$ cat config.mk
export PLATFORM = sky130hd
export DESIGN_NAME = iss_cogate
export DESIGN_NICKNAME = d
export VERILOG_FILES = /design/src/rtl/iss_gate_pkg.sv /design/src/rtl/iss_pair_eval.sv /design/src/rtl/iss_lead_count.sv /design/src/rtl/iss_cogate.sv
export SDC_FILE = /design/constraint.sdc
export NUM_CORES = 1
export LEC_CHECK = 0
export BUFFER_PORTS_ARGS = -buffer_cell sky130_fd_sc_hd__buf_2
export CAP_MARGIN = 20
export CORE_MARGIN = 4
export CORE_UTILIZATION = 59
export DETAILED_ROUTE_END_ITERATION = 12
export PLACE_DENSITY_LB_ADDON = 0.2
export SYNTH_ARGS = -nofsm -noshare
export SYNTH_HDL_FRONTEND = slang
export SYNTH_SLANG_ARGS = --single-unit
$ cat constraint.sdc
create_clock -name vclk -period 12
set_clock_uncertainty 0.2 [all_clocks]
set_input_delay 1.2 -clock vclk [all_inputs]
set_output_delay 1.2 -clock vclk [all_outputs]
set_load 0.02 [all_outputs]
$ cat src/rtl/iss_gate_pkg.sv
package iss_gate_pkg;
  localparam int FMT_W = 3;

  typedef enum logic [FMT_W-1:0] {
    FMT_OTHER     = 3'd0,
    FMT_IMM_ARITH = 3'd1,
    FMT_REG_ARITH = 3'd2,
    FMT_THREE_SRC = 3'd3,
    FMT_BITFIELD  = 3'd4
  } fmt_e;

  // Format policy for a same-cycle bypass between a producer and a consumer.
  function automatic logic fmt_pair_allows(input fmt_e prod, input fmt_e cons,
                                           input logic cons_flags, input logic cons_dst_zero);
    logic ok;
    ok = (prod == FMT_THREE_SRC) || (prod == FMT_BITFIELD) || (cons == FMT_THREE_SRC);
    ok = ok || ((cons == FMT_IMM_ARITH) && cons_flags && cons_dst_zero);
    return ok;
  endfunction
endpackage

$ cat src/rtl/iss_pair_eval.sv
module iss_pair_eval
  import iss_gate_pkg::*;
#(
  parameter int REG_W = 5
) (
  input  logic             p_valid,
  input  logic [REG_W-1:0] p_dst,
  input  logic             p_alu,
  input  fmt_e             p_fmt,
  input  fmt_e             c_fmt,
  input  logic [REG_W-1:0] c_dst,
  input  logic             c_flags,
  input  logic [REG_W-1:0] c_src_a,
  input  logic [REG_W-1:0] c_src_b,
  input  logic [REG_W-1:0] c_src_c,
  output logic             raw_hit,
  output logic             bypass_fmt_ok
);
  localparam logic [REG_W-1:0] ZERO_REG = {REG_W{1'b1}};

  logic prod_real;
  logic use_c;

  assign prod_real = p_valid && (p_dst != ZERO_REG);
  assign use_c     = (c_fmt == FMT_THREE_SRC);
  assign raw_hit   = prod_real && ((c_src_a == p_dst) || (c_src_b == p_dst) ||
                                   (use_c && (c_src_c == p_dst)));
  assign bypass_fmt_ok = p_alu && fmt_pair_allows(p_fmt, c_fmt, c_flags, c_dst == ZERO_REG);
endmodule

$ cat src/rtl/iss_lead_count.sv
module iss_lead_count #(
  parameter int N     = 8,
  parameter int CNT_W = $clog2(N + 1)
) (
  input  logic [N-1:0]     bits_in,
  output logic [CNT_W-1:0] lead_ones
);
  always_comb begin
    logic run;
    run = 1'b1;
    lead_ones = '0;
    for (int i = 0; i < N; i++) begin
      run = run && bits_in[i];
      if (run) lead_ones = lead_ones + 1'b1;
    end
  end
endmodule

$ cat src/rtl/iss_cogate.sv
module iss_cogate
  import iss_gate_pkg::*;
#(
  parameter int NUM_SLOTS = 8,
  parameter int REG_W     = 5,
  localparam int CNT_W    = $clog2(NUM_SLOTS + 1)
) (
  input  logic [NUM_SLOTS-1:0]       slot_valid,
  input  logic [FMT_W*NUM_SLOTS-1:0] slot_fmt,
  input  logic [REG_W*NUM_SLOTS-1:0] slot_dst,
  input  logic [REG_W*NUM_SLOTS-1:0] slot_src_a,
  input  logic [REG_W*NUM_SLOTS-1:0] slot_src_b,
  input  logic [REG_W*NUM_SLOTS-1:0] slot_src_c,
  input  logic [NUM_SLOTS-1:0]       slot_alu,
  input  logic [NUM_SLOTS-1:0]       slot_flags_only,
  output logic [NUM_SLOTS-1:0]       issue_grant,
  output logic [NUM_SLOTS-1:0]       issue_fwd,
  output logic [CNT_W-1:0]           issue_count
);
  localparam int PAIRS = NUM_SLOTS * NUM_SLOTS;

  // Pair matrices, index consumer*NUM_SLOTS + producer; only producer < consumer is live.
  logic [PAIRS-1:0]     raw_flat;
  logic [PAIRS-1:0]     fmt_ok_flat;
  logic [NUM_SLOTS-1:0] slot_blocked;

  for (genvar c = 0; c < NUM_SLOTS; c++) begin : g_cons
    for (genvar p = 0; p < NUM_SLOTS; p++) begin : g_prod
      if (p < c) begin : g_live
        iss_pair_eval #(.REG_W(REG_W)) pair_i (
          .p_valid      (slot_valid[p]),
          .p_dst        (slot_dst[p*REG_W +: REG_W]),
          .p_alu        (slot_alu[p]),
          .p_fmt        (fmt_e'(slot_fmt[p*FMT_W +: FMT_W])),
          .c_fmt        (fmt_e'(slot_fmt[c*FMT_W +: FMT_W])),
          .c_dst        (slot_dst[c*REG_W +: REG_W]),
          .c_flags      (slot_flags_only[c]),
          .c_src_a      (slot_src_a[c*REG_W +: REG_W]),
          .c_src_b      (slot_src_b[c*REG_W +: REG_W]),
          .c_src_c      (slot_src_c[c*REG_W +: REG_W]),
          .raw_hit      (raw_flat[c*NUM_SLOTS + p]),
          .bypass_fmt_ok(fmt_ok_flat[c*NUM_SLOTS + p])
        );
      end else begin : g_dead
        assign raw_flat[c*NUM_SLOTS + p]    = 1'b0;
        assign fmt_ok_flat[c*NUM_SLOTS + p] = 1'b0;
      end
    end
  end

  // Ordered sweep: a producer's own forwarded flag is known before younger slots need it.
  always_comb begin
    logic prev_grant;
    logic any_raw;
    logic blk;
    issue_grant  = '0;
    issue_fwd    = '0;
    slot_blocked = '0;
    prev_grant   = 1'b1;
    for (int c = 0; c < NUM_SLOTS; c++) begin
      any_raw = 1'b0;
      blk     = 1'b0;
      for (int p = 0; p < c; p++) begin
        if (raw_flat[c*NUM_SLOTS + p]) begin
          any_raw = 1'b1;
          if (!(fmt_ok_flat[c*NUM_SLOTS + p] && !issue_fwd[p])) blk = 1'b1;
        end
      end
      slot_blocked[c] = blk;
      issue_grant[c]  = prev_grant && slot_valid[c] && !blk;
      issue_fwd[c]    = issue_grant[c] && any_raw;
      prev_grant      = issue_grant[c];
    end
  end

  iss_lead_count #(.N(NUM_SLOTS), .CNT_W(CNT_W)) count_i (
    .bits_in  (issue_grant),
    .lead_ones(issue_count)
  );
endmodule

=== After elaboration in Yosys (flattened, before gate mapping) ===
Cells that the tools add are included.

* Flip-flop bits (word level): 0
* Input bits: 208
* Output and inout port bits: 20
* Logic and storage cells: 505

* Add/subtract/negate cells: 7
* Equal/unequal tests: 120
* Mux-type cells: 92
* Reductions and logical operators: 286

{| class="wikitable"
|+ Operator list
! operator !! count
|-
| $eq A5 B5 Y1 || 84
|-
| $logic_and A1 B1 Y1 || 154
|-
| $logic_or A1 B1 Y1 || 119
|-
| $mux W1 || 85
|-
| $eq A5 B5 Y1 const B || 7
|-
| $ne A5 B5 Y1 const B || 7
|-
| $add A4 B1 Y4 const B || 7
|-
| $mux W4 || 7
|-
| $eq A3 B2 Y1 const B || 8
|-
| $eq A3 B1 Y1 const B || 7
|-
| $eq A3 B3 Y1 const B || 7
|-
| $logic_not A1 Y1 || 13
|}

=== Longest topological paths before layout ===
Gate-level depths: netlist of run 1.

* Depth after elaboration: 53
* Mapped depth: 26
* Depth with buffers taken out: 24

=== Modules after synthesis ===
Synthesis of run 1 repeated with hierarchy kept, for this count alone.

* Cells, all modules: 1113
* Area, all modules: 7438.4 um2

{| class="wikitable"
|+ By module, submodules not included
! module !! instances !! cells each !! area an instance (um2)
|-
| iss_pair_eval || 28 || 35 || 232.7
|-
| iss_cogate || 1 || 87 || 613.1
|-
| iss_lead_count || 1 || 46 || 309.0
|}

=== Worst setup path before layout of run 1 ===
No wires, ideal clock.

* Path kind: input to output
* From: input slot_dst[7]
* To: output issue_count[2]
* Arrival time: 5891 ps
* Setup slack: 4709 ps
* Stages on the path: 25
* Buffers on the path: 1
* Cell sequence: buf_6 > and3_4 > and4_4 > o31ai_2 > or2_4 > o21ai_1 > a211oi_2 > o21bai_1 > ha_1 > o21a_1 > ha_1 > nand2_1 > o21ai_0 > ha_1 > mux2i_1 > a21oi_1 > ha_1 > inv_1 > o21ai_0 > ha_1 > inv_1 > a2111oi_2 > xnor2_1 > nor2_1 > xor2_1

* Longest elaborated chain between the ends: 52
* Elaborated cells between the ends (all ways): 180
* Classes of those cells: 6 x add/sub; 20 x eq/ne; 66 x mux; 88 x reduce/logical

{| class="wikitable"
|+ RTL lines
! what !! line !! source
|-
| start, declared || iss_cogate.sv:10 || <nowiki>input logic [REG_W*NUM_SLOTS-1:0] slot_dst,</nowiki>
|-
| $eq A5 B5 Y1 || iss_pair_eval.sv:28 || <nowiki>assign bypass_fmt_ok = p_alu && fmt_pair_allows(p_fmt, c_fmt, c_flags, c_dst == ZERO_REG);</nowiki>
|-
| $logic_and A1 B1 Y1 || iss_gate_pkg.sv:17 || <nowiki>ok = ok || ((cons == FMT_IMM_ARITH) && cons_flags && cons_dst_zero);</nowiki>
|-
| $logic_or A1 B1 Y1 || iss_gate_pkg.sv:17 ||
|-
| $logic_and A1 B1 Y1 || iss_pair_eval.sv:28 ||
|-
| $mux W1 || iss_cogate.sv:66 || <nowiki>if (!(fmt_ok_flat[c*NUM_SLOTS + p] && !issue_fwd[p])) blk = 1'b1;</nowiki>
|-
| $mux W1 || iss_cogate.sv:64 || <nowiki>if (raw_flat[c*NUM_SLOTS + p]) begin</nowiki>
|-
| $logic_not A1 Y1 || iss_cogate.sv:70 || <nowiki>issue_grant[c] = prev_grant && slot_valid[c] && !blk;</nowiki>
|-
| $logic_and A1 B1 Y1 || iss_cogate.sv:70 ||
|-
| (+2 left out) || -- ||
|-
| $logic_and A1 B1 Y1 || iss_cogate.sv:66 ||
|-
| $mux W1 || iss_cogate.sv:66 ||
|-
| $mux W1 || iss_cogate.sv:64 ||
|-
| $logic_not A1 Y1 || iss_cogate.sv:70 ||
|-
| $logic_and A1 B1 Y1 (*) || iss_cogate.sv:70 ||
|-
| via issue_grant[2] || iss_cogate.sv:16 || <nowiki>output logic [NUM_SLOTS-1:0] issue_grant,</nowiki>
|-
| parallel branches: the longest is 36 deep, another holds $add A4 B1 Y4 || -- ||
|-
| $mux W4 (*) || iss_lead_count.sv:14 || <nowiki>if (run) lead_ones = lead_ones + 1'b1;</nowiki>
|-
| end, declared || iss_cogate.sv:18 || <nowiki>output logic [CNT_W-1:0] issue_count</nowiki>
|}

Mark *: on every way through the listed nets, which the timed path passes.

=== Final worst setup path of run 1 ===
* From: input slot_dst[1]
* To: output issue_count[2]

* Longest elaborated chain between the ends: 51
* Elaborated cells between the ends (all ways): 194
* Classes of those cells: 6 x add/sub; 22 x eq/ne; 77 x mux; 89 x reduce/logical

{| class="wikitable"
|+ RTL lines
! what !! line
|-
| parallel branches: the longest is 50 deep, another holds $add A4 B1 Y4 || --
|-
| $mux W4 (*) || iss_lead_count.sv:14
|}

Every way passes the cells marked *.

==> results of run 1 <==
-- cell families after synthesis --
logic type	Yosys count
adder cells (fa/ha/maj)	5
AO/OA/AOI/OAI	115
buffers and inverters	130
multiplexers	2
other	1
AND/OR/NAND/NOR	268
XOR/XNOR	424
-- area by class of cell --
cell class | count | area share, %
Multi-Input combinational cell | 815 | 82.5
Inverter | 20 | 1.00
Tap cell | 143 | 2.39
Timing Repair Buffer | 210 | 14.1
-- worst max-delay path: stages --
cell       delay, ns
buf_2           0.61
xor2_1          0.21
nor4_1          0.08
and3_1          0.20
o31ai_2         0.45
o211ai_1        0.16
a211oi_2        0.37
o21bai_1        0.19
ha_1            0.26
o21a_1          0.22
ha_1            0.34
nand2_1         0.06
o21ai_0         0.09
ha_1            0.30
mux2i_1         0.13
a21oi_1         0.11
ha_1            0.34
inv_1           0.04
o21ai_0         0.16
ha_1            0.16
inv_1           0.05
a2111oi_2       0.25
xnor2_1         0.10
nor2_1          0.13
xor2_1          0.14
buf_2           0.18
-- through the flow --
stage               instance area (sq um)  total power, mW
floorplan                            6920            0.218
global placement                     7480            0.278
detailed placement                   7480            0.283
CTS                                  7480            0.284
global route                         7480            0.312
finish                               7480            0.288
-- power groups by stage --
stage / Combinational [mW] / Clock (mW) / Sequential (mW)
finish: 0.288 / 0 / 0
global route: 0.312 / 0 / 0
CTS: 0.284 / 0 / 0
detailed placement: 0.283 / 0 / 0
global placement: 0.278 / 0 / 0
floorplan: 0.218 / 0 / 0
-- per-layer routing --
metal	GRT usage (%)	up-vias	share of wire, %
met4	11.8	0	3.5
li1	-	3370	-
met5	0	-	0
met1	45.0	3344	40
met2	54.7	418	45
met3	3.73	63	11
-- placed cells by master (no fill, tap or decap), types with 3 or more instances in the layout --
cell / n
nor2_1: 17
xnor2_1: 182
o21a_1: 7
nand2_1: 18
nor3_2: 3
buf_2: 210
o21ai_0: 26
inv_1: 20
a31oi_1: 20
nor3b_1: 4
nand2b_1: 10
o211ai_1: 5
nor4_1: 26
ha_1: 5
and3_1: 3
a31o_2: 6
nand3b_1: 7
xor2_1: 242
o21ai_1: 3
a22oi_1: 3
o31ai_2: 5
nor3_1: 60
and2_1: 3
nand3_1: 92
a21oi_1: 7
nand4_1: 6
-- final timing paths --
| check | from | to | slack [ns] | depth (start not counted) |
|---|---|---|---|---|
| worst min-delay path | slot_valid[0] | issue_grant[0] | 2.48 | 2 |
| worst max-delay path | slot_dst[1] | issue_count[2] | 4.09 | 26 |
==> results by stage, run 1 <==
Synth:
- The commonest cells after synthesis are xor2_1 (242), xnor2_1 (182), nand3_1 (92), nor3_1 (60), clkbuf_1 (44).
- Of the total synthesized cell area, the portion taken by XOR and XNOR cells is 53.7%.
- The number of synthesis warnings is 0.
- The count of unique library cells instantiated by Yosys is 73.
- The share of Yosys cell area claimed by the top area cell type is a little under a third.
- The post-synthesis compound-gate area fraction is 12.8%.
- The most numerous cell in the Yosys netlist is xor2_1.
- The simple-gate share of the synthesized area is a little over a fifth.
- By area the synthesized netlist is led by xor2_1 (31%), xnor2_1 (23%), nand3_1 (6.7%).
- The largest area contributor in the netlist is xor2_1.
- The portion of synthesized area spent on multiplexers is 0.289%.
- The share of the Yosys chip area taken by registers is 0%.
- The average cell area after synthesis is roughly 7.3 sq um.
- The number of nets in the synthesized netlist is 1158.
- After Yosys synthesis, full adders, half adders and majority gates account for less than 1% of the synthesized area.
- The cell count after synthesis is about 950.
- The main combinational cell family by area after synthesis is XOR/XNOR gates.
- The cell area after synthesis is between 6000 and 7000 sq um.

Flow run:
- Max-cap violations in this run came to 0.

Cells and area:
- The number of nets in the layout is 1260.
- The area of the multi-input gates is 6170 sq um.
- The number of non-filler instances in the completed layout is roughly 1200.
- The layout has 0 clock buffers.
- The ratio of cells with drive above 1 in the final layout is 23.3%.
- The filler cell count is 1081.
- The number of antenna diodes is 0.
- The design has 0 sequential cells.
- The fraction of the core area covered by cells at the end of the flow is 65.2%.
- Registers take 0 sq um.
- The growth of design area from synthesis to finish is 8.01%.

Setup path:
- The required arrival time at the worst endpoint is 10.60 ns.
- The type of the setup path with the least slack is primary input to primary output.
- The biggest fanout along the worst timing path is 22.
- The element type at the critical path start is a primary input.
- STA classifies the critical path endpoint as a primary output.
- The critical path arrival is 6.51 ns.

Detailed routing:
- Dividing the detail-routed via count by the number of cells gives between 6 and 7.
- After detailed routing, the average wire length per cell comes to around 20 um.
- For this block, the routed nets add up to 23600 um of wire.
- The remaining routing DRC violations is 0.
- For this run, the detailed router's first-pass iteration total came to 5.
- The number of DRC violations after detailed-routing iteration 0 is 632.
- The final route contains 7195 vias.
- The detail route stage leaves a number of antenna-violating nets equal to 0.

Floorplanning:
- The placeable core region is 11500 sq um.
- The starting utilization of the core area is 60.4%.
- The floorplan has 39 rows.
- The vertical extent of the die is 116 um.
- The overall die area is 13500 sq um.
- The die is between 100 and 150 um wide.
- The count of pins on the block boundary is 228.

Power:
- The portion of total power attributed to the clock network is 0%.
- Per report_power, the sequential group accounts for 0% of the total.
- The share of power burned in combinational logic is 100.0%.
- VDD sags by at most 0.0000336 V.
- Summed over all cells, the static leakage comes to 3.00 nW.
- The net switching power of the design is 0.167 mW.
- Dividing total power by cell area gives a power density of 38.6 nW/um^2.
- Of the total power, the share spent switching nets is 58.0%.
- The internal power summed over all cells is 0.121 mW.

Clock tree:
- Post-CTS repair changed the size of 0 cells.
- The number of setup buffers added after CTS is 0.
- The cts-stage hold buffer count is 0.

Placement:
- In this run the tool buffered the top-level ports with 210 buffer cells.
- The post-placement setup slack is 4.14 ns.
- At the end of routability-driven placement, the weighted congestion stood at 0.989.
- After legalization and detailed placement, the total HPWL measured 17800 um.
- Including well taps, the total number of placed cells is 1188.

STA:
- The worst pin sits at a relative slew slack of 46.4%.
- The worst-case hold slack is between 2 and 2.5 ns.
- The post-route clock period utilization is 65.9%.
- The minimum period implied by the final worst setup slack is 7.91 ns.
- Setup repair after global routing left no endpoint under its margin.
- The max-slew violation count was 0.
- For the pin with the worst max-slew slack, the measured transition is 0.804 ns.
- Once routing completed, OpenROAD measured the worst setup slack at 4.09 ns.
- The hold violation total from the final report is 0.
- The aggregate negative setup slack is 0 ns.
- Setup violations remaining at the end of the flow were counted as 0.
- The highest clock frequency the design can meet is approximately 130 MHz.

Global routing:
- The global-route total usage across every layer is 33.3%.
- The initial antenna violation count is 0.
- The global-route wire length before repair is 36100 um.
- The via count of the first global-routing pass is between 6000 and 7000.
- The total congestion overflow is 0.
- The maximum number of pins on one net before global-route repair is 23.

Outcome:
- The run finished with clean final reports.

Worst hold path:
- The type of the most critical hold path is primary input to primary output.
Power figures use the tool's default switching activity.
==> inputs of run 2 (changes only) <==
--- a/config.mk
+++ b/config.mk
@@ -8,7 +8,7 @@
 export BUFFER_PORTS_ARGS = -buffer_cell sky130_fd_sc_hd__buf_2
 export CAP_MARGIN = 20
 export CORE_MARGIN = 4
-export CORE_UTILIZATION = 59
+export CORE_UTILIZATION = 49
 export DETAILED_ROUTE_END_ITERATION = 12
 export PLACE_DENSITY_LB_ADDON = 0.2
 export SYNTH_ARGS = -nofsm -noshare
==> constraint.sdc (replaced) <==
create_clock -name vclk -period 6.5
set_clock_uncertainty 0.2 [all_clocks]
set_input_delay 0.65 -clock vclk [all_inputs]
set_output_delay 0.65 -clock vclk [all_outputs]
set_load 0.02 [all_outputs]
==> results by stage, run 2 (synthesized netlist as in run 1, its figures left out) <==
Floorplanning:
- The width of the die was 127 um (was 116 um).
- The placeable core region is 13900 sq um (was 11500 sq um).
- The overall die area was 16100 sq um (was 13500 sq um).
- The count of pins on the block boundary is 228 (unchanged).
- The vertical extent of the die is 127 um (was 116 um).
- The starting utilization of the core area is 49.9% (was 60.4%).
- The count of standard-cell rows is 43 (was 39).

STA:
- Static timing analysis puts the maximum clock frequency at between 150 and 200 MHz.
- The pin slew with the least headroom to its limit is 0.784 ns (was 0.804 ns).
- The hold violation total from the final report is 0 (unchanged).
- The worst path in the final design needs a cycle of 6.11 ns, including I/O delays and setup.
- The final number of setup-violating endpoints is 0 (unchanged).
- The post-route clock period utilization is 94.0%.
- The max-slew violation count came to 0 (unchanged).
- The worst slew slack as a fraction of its limit is 47.6% (was 46.4%).
- The aggregate negative setup slack is 0 ns (unchanged).
- Setup repair after global routing missed its margin: no (unchanged).

Power:
- The leakage power of the design is 3.16 nW (was 3.00 nW).
- The switching fraction of total power is 56.7% (was 58.0%).
- The portion of total power attributed to the clock network is 0% (about the same).
- The post-layout total power came to 0.552 mW (was 0.288 mW).
- The maximum ir drop on the vdd rail is 0.0000459 V (was 0.0000336 V).
- The internal power summed over all cells is 0.239 mW (was 0.121 mW).
- The net switching power of the design is 0.313 mW (was 0.167 mW).
- The share of power burned in combinational logic is 100.0% (about the same).
- The sequential power share is 0% (about the same).
- The power per unit of standard cell area is 70.4 nW/um^2 (was 38.6 nW/um^2).

Detailed routing:
- The detail-routed via count per cell is 5.68 (was 6.06).
- The aggregate routed wire length is 24300 um (was 23600 um).
- The total via count in the routed design is 7141 (was 7195).
- The remaining routing DRC violations is 0 (unchanged).
- The post-detailed-route wirelength per cell was 19.3 um (was 19.9 um).
- The count of nets left with antenna violations after detail routing was 0 (unchanged).
- The iteration count of the initial detailed-routing pass is 5 (unchanged).
- The number of DRC violations after detailed-routing iteration 0 came to 439 (was 632).

Cells and area:
- The growth of design area from synthesis to finish is 13.3% (was 8.01%).
- The number of nets in the layout is 1292 (was 1260).
- The final-layout clock buffer total was 0 (unchanged).
- The filler cell count came to 1439 (was 1081).
- The number of antenna diodes came to 0 (unchanged).
- The register cell area after layout is 0 sq um (unchanged).
- The number of flip-flops and latches is 0 (unchanged).
- The ratio of cells with drive above 1 in the final layout is 26.2% (was 23.3%).
- The most frequent standard cell in the layout excluding fill and tap cells is xor2_1 (unchanged).
- Most frequent cells in the layout: xor2_1 (242), buf_2 (206), xnor2_1 (182), nand3_1 (92), nor3_1 (57) (was xor2_1 (242), buf_2 (210), xnor2_1 (182), nand3_1 (92), nor3_1 (60)).

Outcome:
- Outcome: complete, no violations (unchanged).

Placement:
- The detailed placement HPWL is 19300 um (was 17800 um).
- The number of input and output port buffers inserted is 210 (unchanged).
- The final estimated routing congestion in global placement is 0.984 (was 0.989).

Setup path:
- The element type at the critical path start is a primary input (unchanged).
- The required arrival time at the worst endpoint is 5.65 ns (was 10.60 ns).
- The beginning of the critical path is slot_dst[0] (was slot_dst[1]).
- The type of the setup path with the least slack is primary input to primary output (unchanged).
- The critical path arrival is 5.26 ns (was 6.51 ns).
- The biggest fanout along the worst timing path is 11 (was 22).
- The type of element capturing the critical path was a primary output (unchanged).

Global routing:
- The maximum number of pins on one net before global-route repair is 18 (was 23).
- The global-route total usage across every layer is 28.5% (was 33.3%).
- The via count of the first global-routing pass is 6842 (was 6862).
- The initial antenna violation count was 1 (was 0).
- The total congestion overflow came to 0 (unchanged).
- The global-route wire length before repair is 37400 um (was 36100 um).

Worst hold path:
- The start point of the worst hold path is slot_valid[0] (unchanged).
- The type of the most critical hold path was primary input to primary output (unchanged).

Flow run:
- The max capacitance violation total is 0 (unchanged).

Clock tree:
- The number of setup buffers added after CTS is 0 (unchanged).
-- run 2: changes by cell type in the layout (fill, tap and decap cells not counted), moves of 2 or more --
cell	delta
nor3_1	-3
nor3_2	+3
buf_2	-4
o31ai_2	-2
o31ai_4	+2
buf_4	+33
clkbuf_4	+3
-- run 2: repair_timing --
action | 4_1_cts | 5_1_grt
gates resized for setup | 0 | 16
setup endpoints to repair | 0 | 1
hold buffers | 0 | 0
-- run 2: power groups by stage --
stage	combinational [mW]	clock [mW]	sequential, mW
final	0.552	0	0
after floorplan	0.402	0	0
after global placement	0.532	0	0
after detailed placement	0.541	0	0
after global routing	0.600	0	0
after CTS	0.542	0	0
-- run 2: stage by stage --
step	util, %	hold slack (ns)	setup slack, ns	instances	cell area (sq um)
2_1_floorplan	-	1.21	0.309	945	6920
4_1_cts	55.9	1.39	0.231	1257	7760
6_report	56.5	1.38	0.392	1257	7840
5_1_grt	56.5	1.39	0.0190	1257	7840
3_5_place_dp	55.9	1.39	0.249	1257	7760
3_3_place_gp	55.9	1.38	0.340	1257	7760
-- run 2: critical path: stages --
cell and delay [ns]:
clkbuf_4 0.23, xor2_1 0.20, nor4_1 0.29, and3_1 0.26, o31ai_4 0.09, buf_4 0.17
o211a_1 0.24, o21ai_2 0.19, o211ai_4 0.15, o21a_1 0.23, ha_1 0.34, nand2_1 0.07
o21ai_0 0.08, ha_1 0.30, mux2i_1 0.13, a21oi_1 0.11, ha_1 0.34, inv_1 0.04
o21ai_0 0.16, ha_1 0.17, inv_1 0.06, a2111oi_4 0.22, xnor2_1 0.10, nor2_1 0.12
xor2_1 0.15, buf_2 0.18
-- run 2: layout make-up --
| cell class | instances | area (sq um) | share of cell area, % |
|---|---|---|---|
| Tap cell | 180 | 225 | 2.87 |
| Multi-Input combinational cell | 815 | 6240 | 79.6 |
| Timing Repair Buffer | 242 | 1300 | 16.6 |
| Inverter | 20 | 75.1 | 0.958 |
-- run 2: path summary, 6_finish.rpt --
kind                          to  slack [ns]  cells past startpoint
hold / removal    issue_grant[0]        1.38                      2
setup / recovery  issue_count[2]        0.39                     26
-- run 2: routing by layer --
| layer | vias to the layer above | wire (um) | global-route usage (%) |
|---|---|---|---|
| li1 | 3438 | - | - |
| met1 | 3340 | 10300 | 39.1 |
| met2 | 314 | 11300 | 47.1 |
| met3 | 47 | 2070 | 3.66 |
| met4 | 2 | 658 | 7.32 |
| met5 | - | 7 | 0 |
==> inputs of run 3 (changes only) <==
--- a/config.mk
+++ b/config.mk
@@ -10,7 +10,7 @@
 export CORE_MARGIN = 4
 export CORE_UTILIZATION = 49
 export DETAILED_ROUTE_END_ITERATION = 12
-export PLACE_DENSITY_LB_ADDON = 0.2
+export PLACE_DENSITY = 0.81
 export SYNTH_ARGS = -nofsm -noshare
 export SYNTH_HDL_FRONTEND = slang
 export SYNTH_SLANG_ARGS = --single-unit
==> results by stage, run 3 (synthesized netlist as in run 1, its figures left out) <==
Cells and area:
- The number of flip-flops and latches is 0 (unchanged).
- The growth of design area from synthesis to finish is 13.1% (was 13.3%).
- The number of nets in the layout is 1295 (was 1292).
- The number of antenna diodes was 0 (unchanged).
- The area of the multi-input gates is 6210 sq um (was 6240 sq um).
- The filler cell count is 1357 (was 1439).
- The ratio of cells with drive above 1 in the final layout came to 26.1% (was 26.2%).
- Most frequent cells in the layout: xor2_1 (242), buf_2 (209), xnor2_1 (182), nand3_1 (92), nor3_1 (57) (was xor2_1 (242), buf_2 (206), xnor2_1 (182), nand3_1 (92), nor3_1 (57)).
- The final instance area is 7830 sq um (was 7840 sq um).
- The register cell area after layout is 0 sq um (unchanged).
- The final-layout clock buffer total was 0 (unchanged).
- The most frequent standard cell in the layout excluding fill and tap cells was xor2_1 (unchanged).

STA:
- The max-slew violation count is 0 (unchanged).
- The final number of setup-violating endpoints is 0 (unchanged).
- Setup repair after global routing missed its margin: no (unchanged).
- The highest clock frequency the design can meet is 166 MHz (was 164 MHz).
- The hold violation total from the final report was 0 (unchanged).
- The pin slew with the least headroom to its limit was 0.888 ns (was 0.784 ns).
- The post-route clock period utilization is 92.8% (was 94.0%).
- The minimum period implied by the final worst setup slack is 6.03 ns (was 6.11 ns).
- The aggregate negative setup slack was 0 ns (unchanged).
- The worst-case hold slack is 1.38 ns (about the same).
- The worst slew slack as a fraction of its limit is 40.7% (was 47.6%).

Power:
- The power per unit of standard cell area came to 70.9 nW/um^2 (was 70.4 nW/um^2).
- The post-layout total power is 0.555 mW (was 0.552 mW).
- The maximum ir drop on the vdd rail is 0.0000593 V (was 0.0000459 V).
- The leakage power of the design is 3.17 nW (was 3.16 nW).

Setup path:
- The element type at the critical path start is a primary input (unchanged).
- The required arrival time at the worst endpoint is 5.65 ns (about the same).
- The critical path arrival is 5.18 ns (was 5.26 ns).
- The type of element capturing the critical path is a primary output (unchanged).
- The type of the setup path with the least slack is primary input to primary output (unchanged).
- The biggest fanout along the worst timing path is 12 (was 11).
- The beginning of the critical path is slot_dst[14] (was slot_dst[0]).

Flow run:
- The max capacitance violation total was 0 (unchanged).

Floorplanning:
- The starting utilization of the core area was 49.9% (unchanged).
- The placeable core region is 13900 sq um (unchanged).
- The width of the die is 127 um (unchanged).
- The count of standard-cell rows is 43 (unchanged).
- The vertical extent of the die is 127 um (unchanged).
- The count of pins on the block boundary was 228 (unchanged).
- The overall die area is 16100 sq um (unchanged).

Global routing:
- The via count of the first global-routing pass is 7333 (was 6842).
- The global-route wire length before repair came to 37700 um (was 37400 um).
- The initial antenna violation count is 0 (was 1).
- The global-route total usage across every layer is 28.3% (was 28.5%).
- The total congestion overflow is 0 (unchanged).
- The maximum number of pins on one net before global-route repair is 18 (unchanged).

Detailed routing:
- The aggregate routed wire length is 24300 um (about the same).
- The iteration count of the initial detailed-routing pass is 9 (was 5).
- The total via count in the routed design is 7481 (was 7141).
- The remaining routing DRC violations is 0 (unchanged).
- The count of nets left with antenna violations after detail routing is 0 (unchanged).
- The post-detailed-route wirelength per cell was 19.3 um (about the same).
- The number of DRC violations after detailed-routing iteration 0 is 600 (was 439).
- The detail-routed via count per cell is 5.94 (was 5.68).

Placement:
- The number of input and output port buffers inserted is 210 (unchanged).
- The post-detailed-placement cell area was 7780 sq um (was 7760 sq um).
- The final estimated routing congestion in global placement was 0.975 (was 0.984).
- The detailed placement HPWL is 19400 um (was 19300 um).

Worst hold path:
- The sink of the worst hold path was issue_grant[0] (unchanged).
- The start point of the worst hold path is slot_valid[0] (unchanged).
- The type of the most critical hold path is primary input to primary output (unchanged).
- The cell depth of the worst hold path came to 2 (unchanged).

Clock tree:
- The cts-stage hold buffer count came to 0 (unchanged).

Outcome:
- Outcome: complete, no violations (unchanged).
==> run 3: repair_timing <==
| action | CTS | global route |
|---|---|---|
| setup buffers | 0 | 1 |
| gates resized for setup | 0 | 8 |
| endpoints found under the setup margin | 0 | 1 |
| endpoints found under the hold margin | 0 | 0 |
==> run 3: how the worst max path moves through the flow <==
stage,end,cells past startpoint
after floorplan,issue_count[2],25
after global placement,issue_count[2],26
after detailed placement,issue_count[2],26
after CTS,issue_count[2],26
after global routing,issue_count[2],26
final,issue_count[2],24
==> run 3: where the power goes <==
group          total (mW)  internal (mW)  switching (mW)
Sequential              0              0               0
Combinational       0.555          0.239           0.316
Clock                   0              0               0
==> run 3: area by class of cell <==
| type | instances | area share [%] |
|---|---|---|
| timing repair buffer | 245 | 16.8 |
| multi-input combinational | 815 | 79.4 |
| tap | 180 | 2.88 |
| inverter | 20 | 0.959 |
==> run 3: stage by stage <==
stage	util, %	cells	worst slack (ns)
2_1_floorplan	-	945	0.309
3_3_place_gp	56.0	1259	0.353
3_5_place_dp	56.0	1259	0.264
4_1_cts	56.0	1259	0.255
5_1_grt	56.4	1260	0.0385
6_report	56.4	1260	0.465
==> run 3: worst max-delay path, stage by stage <==
cell and delay (ns):
buf_2 0.17, buf_4 0.30, xnor2_1 0.12, nand4_1 0.10, nor3_1 0.06, o31ai_2 0.47, o22ai_1 0.19, a2111oi_4 0.50
o211ai_4 0.15, nor2_1 0.27, o21ai_0 0.16, ha_1 0.30, mux2i_1 0.12, a21oi_1 0.11, ha_1 0.34, inv_1 0.04
o21ai_0 0.17, ha_1 0.17, inv_1 0.06, a2111oi_4 0.21, xnor2_1 0.10, nor2_1 0.11, xor2_1 0.14, buf_2 0.17
==> run 3: layer usage <==
metal  vias to the layer above  global-route usage (%)  routed length (um)
li1                       3448                       -                   -
met1                      3503                    37.8                9640
met2                       463                    47.5               11300
met3                        67                    2.86                2530
met4                         0                    9.53                 854
met5                         -                       0                   0
